--- config.mk ---
export PLATFORM = sky130hd
export DESIGN_NAME = rx_addr_filter
export DESIGN_NICKNAME = d
export VERILOG_FILES = /design/src/rtl/rx_addr_filter.sv
export SDC_FILE = /design/constraint.sdc
export NUM_CORES = 1
export LEC_CHECK = 0
export BUFFER_PORTS_ARGS = -buffer_cell sky130_fd_sc_hd__buf_2
export CAP_MARGIN = 20
export CORE_AREA = 2 2 147 149
export DETAILED_ROUTE_END_ITERATION = 8
export DIE_AREA = 0 0 149 151
export GPL_TIMING_DRIVEN = 1
export PLACE_DENSITY = 0.55
export SLEW_MARGIN = 20
export SYNTH_ARGS = -nofsm -noshare
export SYNTH_HDL_FRONTEND = slang
export SYNTH_SLANG_ARGS = --single-unit
export TNS_END_PERCENT = 1
--- constraint.sdc ---
create_clock -name clk -period 5.73 [get_ports clk]
set_input_delay 1.4325 -clock clk [delete_from_list [all_inputs] [get_ports clk]]
set_output_delay 1.4325 -clock clk [all_outputs]
set_load 0.01 [all_outputs]
--- src/rtl/rx_addr_filter.sv ---
module rx_addr_filter #(
  parameter int          OFS_W    = 8,
  parameter int          DATA_W   = 32,
  parameter int          ADDR_LEN = 6,
  parameter logic [31:0] CRC_POLY = 32'h04C11DB7
) (
  input  logic              clk,
  input  logic              rst_n,
  input  logic              cfg_wr,
  input  logic [OFS_W-1:0]  cfg_ofs,
  input  logic [DATA_W-1:0] cfg_wdata,
  input  logic              rx_sof,
  input  logic              rx_vld,
  input  logic [7:0]        rx_byte,
  output logic              flt_vld,
  output logic              flt_accept
);

  localparam int CNT_W = $clog2(ADDR_LEN + 1);
  localparam logic [OFS_W-1:0] OFS_MODE = OFS_W'(8'h00);
  localparam logic [OFS_W-1:0] OFS_STA0 = OFS_W'(8'h40);
  localparam logic [OFS_W-1:0] OFS_STA1 = OFS_W'(8'h44);
  localparam logic [OFS_W-1:0] OFS_HSH0 = OFS_W'(8'h48);
  localparam logic [OFS_W-1:0] OFS_HSH1 = OFS_W'(8'h4C);
  localparam logic [CNT_W-1:0] LAST_IDX = CNT_W'(ADDR_LEN - 1);
  localparam logic [CNT_W-1:0] DONE_IDX = CNT_W'(ADDR_LEN);

  logic [31:0]      sta_lo;
  logic [15:0]      sta_hi;
  logic [63:0]      hash_tbl;
  logic             rej_bc;
  logic             promisc;

  logic [CNT_W-1:0] cnt;
  logic [31:0]      crc;
  logic             sta_eq;
  logic             all_ff;
  logic             mcast;

  logic [CNT_W-1:0] cnt_cur;
  logic [31:0]      crc_cur;
  logic             eq_cur, ff_cur;
  logic             take, last;
  logic [31:0]      crc_nxt;
  logic [47:0]      station;
  logic [7:0]       sta_byte;
  logic             eq_nxt, ff_nxt, mc_nxt;
  logic [5:0]       hidx;
  logic             verdict;

  function automatic logic [31:0] crc_step(input logic [31:0] c, input logic [7:0] d);
    logic [31:0] r;
    r = c;
    for (int b = 0; b < 8; b++) begin
      logic fb;
      fb = r[31] ^ d[b];
      r  = {r[30:0], 1'b0} ^ (fb ? CRC_POLY : 32'h0);
    end
    return r;
  endfunction

  assign station  = {sta_hi, sta_lo};
  assign cnt_cur  = rx_sof ? '0 : cnt;
  assign crc_cur  = rx_sof ? '1 : crc;
  assign eq_cur   = rx_sof ? 1'b1 : sta_eq;
  assign ff_cur   = rx_sof ? 1'b1 : all_ff;
  assign take     = rx_vld && (cnt_cur < DONE_IDX);
  assign last     = take && (cnt_cur == LAST_IDX);
  assign crc_nxt  = crc_step(crc_cur, rx_byte);
  assign sta_byte = station[8*(ADDR_LEN-1-int'(cnt_cur)) +: 8];
  assign eq_nxt   = eq_cur && (rx_byte == sta_byte);
  assign ff_nxt   = ff_cur && (rx_byte == 8'hFF);
  assign mc_nxt   = (cnt_cur == '0) ? rx_byte[0] : mcast;
  assign hidx     = crc_nxt[31:26];
  assign verdict  = promisc | eq_nxt | (ff_nxt & ~rej_bc) | (mc_nxt & ~ff_nxt & hash_tbl[hidx]);

  always_ff @(posedge clk) begin
    if (!rst_n) begin
      sta_lo   <= '0;
      sta_hi   <= '0;
      hash_tbl <= '0;
      rej_bc   <= 1'b0;
      promisc  <= 1'b0;
    end else if (cfg_wr) begin
      case (cfg_ofs)
        OFS_MODE: begin
          rej_bc  <= cfg_wdata[3];
          promisc <= cfg_wdata[5];
        end
        OFS_STA0: sta_lo          <= cfg_wdata[31:0];
        OFS_STA1: sta_hi          <= cfg_wdata[15:0];
        OFS_HSH0: hash_tbl[31:0]  <= cfg_wdata[31:0];
        OFS_HSH1: hash_tbl[63:32] <= cfg_wdata[31:0];
        default: ;
      endcase
    end
  end

  always_ff @(posedge clk) begin
    if (!rst_n) begin
      cnt    <= '0;
      crc    <= '1;
      sta_eq <= 1'b1;
      all_ff <= 1'b1;
      mcast  <= 1'b0;
    end else if (rx_sof || take) begin
      cnt    <= cnt_cur + CNT_W'(take);
      crc    <= take ? crc_nxt : crc_cur;
      sta_eq <= take ? eq_nxt  : eq_cur;
      all_ff <= take ? ff_nxt  : ff_cur;
      mcast  <= take ? mc_nxt  : 1'b0;
    end
  end

  always_ff @(posedge clk) begin
    if (!rst_n) begin
      flt_vld    <= 1'b0;
      flt_accept <= 1'b0;
    end else if (last) begin
      flt_vld    <= 1'b1;
      flt_accept <= verdict;
    end else if (rx_sof) begin
      flt_vld    <= 1'b0;
      flt_accept <= 1'b0;
    end
  end

endmodule

==> reports/summary.txt <==
syn nets: 1,065
gpl congestion: 0.806
Max Cap Violations: 0
CP bufs+invs: 3
postcts setup bufs: 0
clock skew: 0.0112 ns
Rel. slew slack: 0.315
EDFF count, synth: 0
vias in the first global route: 6,448
Final HPWL DP: 15.7 mm
iteration count of the initial detailed-routing pass: 8
Pleak: 3.36 nW
Placed Area: 8690 sq um
Worst-path clk slew: 0.06 ns
worst-path fanout max: 28
# IOs: 55
Post-synth top flop: dfxtp_1
global route overflow: 0
die width: 149 um
#FFs+latches synth: 154
post-synthesis area per instance: 8.18 sq um
proportion of layout cells with a drive suffix above 1: 0.116
Overall Global Routing Usage: 0.213
Sum Neg Setup Slack: 0 ns
YS warnings: 0
effective utilization at floorplan: 0.396
Cell Rows: 53
Tmin final: 4.14 ns
final routed DRC violation total: 0
Final ANT Viol Nets: 0
CP Launch Type: input pin
CP Cell Sequence: buf_2 -> buf_4 -> inv_2 -> and3_1 -> o211a_2 -> nor2_4 -> mux4_2 -> mux2i_1 -> nand3b_1 -> o2111ai_1 -> o211ai_1
Antenna Cells: 0
initial antenna violation count: 0
Core Region: 20,800 sq um
final hold vios: 0
die height: 151 um
CP max stage delay: 0.59 ns
Starting DRT DRC Count: 558
layout filler cell count: 2,098
synthesized cell area: 8250 sq um
Die Area: 22,500 sq um
maximum vdd drop: 164 uV
ys async rst share: 0
sequential cell area fraction in the yosys report: 0.374
endpoints failing setup: 0
clk sinks: 154
PostCTS Resize Cnt: 0
pin count of the biggest net entering global routing: 93
CP arrival: 4.44 ns
CTS Hold Buffers Added: 0
overall power: 3.03 mW
Syn Inst Count: 1,008
WL per Instance: 17.7 um
Netlist cell types: 69
outcome: finished clean
Final Cycle Share: 0.723
H-Tree Level Count: 4
Clock Path Buffers: 2
Worst Tran Pin Value: 1.02 ns
CTS Buf Count: 17
Port Buffers: 54
critical path data required time: 6.03 ns
CP max-delay cell: mux4_2
count of final max-slew check failures: 0
Max Fclk: 0.241 GHz
first-pass GRT wire length: 37.0 mm
Final nets: 1,078
CTS tree: built
hold slack: 0.450 ns
final cell area excluding filler cells: 9340 sq um
RSZ-0062 raised after global routing: no
clk root buf: clkbuf_16
final WL: 23.2 mm
synthesis-to-layout area growth: 13.2%
clk_lat worst skew: 0.43 ns
Power Dens Cells: 325 nW/um^2
Setup crit end kind: register
via count: 6,992
crit-path leading delay family: simple AND/OR/NAND/NOR gates
Via density: 5.35
worst hold path type: register to register
Crit Path Class: input pin to register
-- cells by family (layout without fill, tap and decap cells) --
kind of cell | after synthesis | count (layout) | share of synthesized area
AND/OR/NAND/NOR | 405 | 405 | 0.218
AO/OA/AOI/OAI | 214 | 214 | 0.181
flip-flops | 154 | 154 | 0.374
buffers and inverters | 84 | 108 | 0.0408
XOR/XNOR | 75 | 75 | 0.0893
multiplexers | 72 | 72 | 0.0916
adder cells (fa/ha/maj) | 4 | 4 | 0.00607
-- worst register-to-register path: cells and delay by family, from the launching register on --
family                   cells  cell delay (ns)
AND/OR/NAND/NOR              3             1.30
flip-flops                   1             0.67
adder cells (fa/ha/maj)      1             0.46
XOR/XNOR                     1             0.10
buffers and inverters        1             0.20
AO/OA/AOI/OAI                5             0.72
-- flip-flops by register name, indices dropped and copies added (netlist names) --
| name | count |
|---|---|
| hash_tbl | 64 |
| crc | 32 |
| sta_lo | 32 |
| sta_hi | 16 |
| cnt | 3 |
| all_ff | 1 |
| flt_accept | 1 |
| flt_vld | 1 |
| mcast | 1 |
| promisc | 1 |
| rej_bc | 1 |
| sta_eq | 1 |
-- cell usage in the layout, fill, tap and decap left out, drive strengths merged, types with 3 or more instances in the layout --
cell type / instances
and3b: 3
mux2i: 62
clkbuf: 23
a21boi: 98
nor4b: 3
nor4: 4
nor3: 20
clkinv: 3
a211oi: 4
o21ai: 43
ha: 4
a22oi: 4
o211ai: 18
o22a: 4
nand3b: 6
or3: 3
nand4: 4
nor2: 65
mux2: 8
a21oi: 14
nand3: 15
bufinv: 5
nand2: 237
xor2: 25
o22ai: 5
nand2b: 3
a221oi: 3
a31oi: 5
dfxtp: 154
xnor2: 47
nor2b: 25
inv: 8
nor3b: 4
buf: 69
-- cell type report --
cell class | instances | area [sq um] | share of cell area
inverters | 9 | 33.8 | 0.00362
flip-flops and latches | 154 | 3080 | 0.330
repair buffers | 69 | 385 | 0.0413
multi-input cells | 770 | 4850 | 0.519
clock inverters | 7 | 164 | 0.0176
clock buffers | 23 | 478 | 0.0512
well taps | 275 | 344 | 0.0368
-- through the flow --
step,setup slack (ns),cells,util
after floorplan,1.40,1008,-
after global routing,1.36,1307,0.449
after global placement,1.28,1277,0.417
after CTS,1.60,1307,0.448
final,1.59,1307,0.449
after detailed placement,1.19,1277,0.417
-- report_power, final --
group	switching [mW]	internal, mW	leakage [nW]
combinational	0.359	0.270	1.79
clock	0.447	0.804	0.313
sequential	0.0388	1.11	1.25
-- layer usage --
layer | vias up | part of all wire | GRT usage
met1 | 3338 | 0.49 | 0.311
li1 | 3452 | - | -
met4 | 0 | 0.013 | 0.0476
met5 | - | 0 | 0
met3 | 29 | 0.057 | 0.0458
met2 | 173 | 0.44 | 0.321
-- path summary, 6_finish.rpt --
path,endpoint,cells after the start,slack (ns),start
setup / recovery,flt_accept,11,1.59,rx_sof
hold / removal,sta_lo[26],2,0.45,sta_lo[26]
setup reg to reg,flt_accept,11,2.21,cnt[1]
hold reg to reg,sta_lo[26],2,0.45,sta_lo[26]
-- synthesized netlist by cell type (3+ instances only) --
master    number  area (sq um)
nor2b_1       25           156
nand4_1        4          25.0
inv_2          3          11.3
nor4_1         4          25.0
nor3b_1        4          30.0
xnor2_1       42           368
mux2_2         6          67.6
ha_1           4          50.1
o22a_1         4          35.0
nand2_1      237           890
inv_1          5          18.8
a21boi_0      16           120
xor2_1        25           219
mux2i_1       62           621
o211ai_1      18           135
xnor2_2        5          81.3
a21oi_1       14          70.1
o22ai_1        5          31.3
a21boi_1      82           616
nor3_1        20           100
nor2_1        64           240
a31oi_1        5          31.3
a211oi_1       3          22.5
clkbuf_1      59           221
a22oi_1        4          30.0
nand3_1       15          75.1
nor4b_1        3          26.3
o21ai_0       30           150
buf_1          6          22.5
o21ai_1       13          65.1
dfxtp_1      154          3080
a221oi_1       3          26.3
nand2b_1       3          18.8
buf_2          8          40.0
and3b_1        3          26.3
nand3b_1       6          45.0
(Power assumes the default switching activity.)
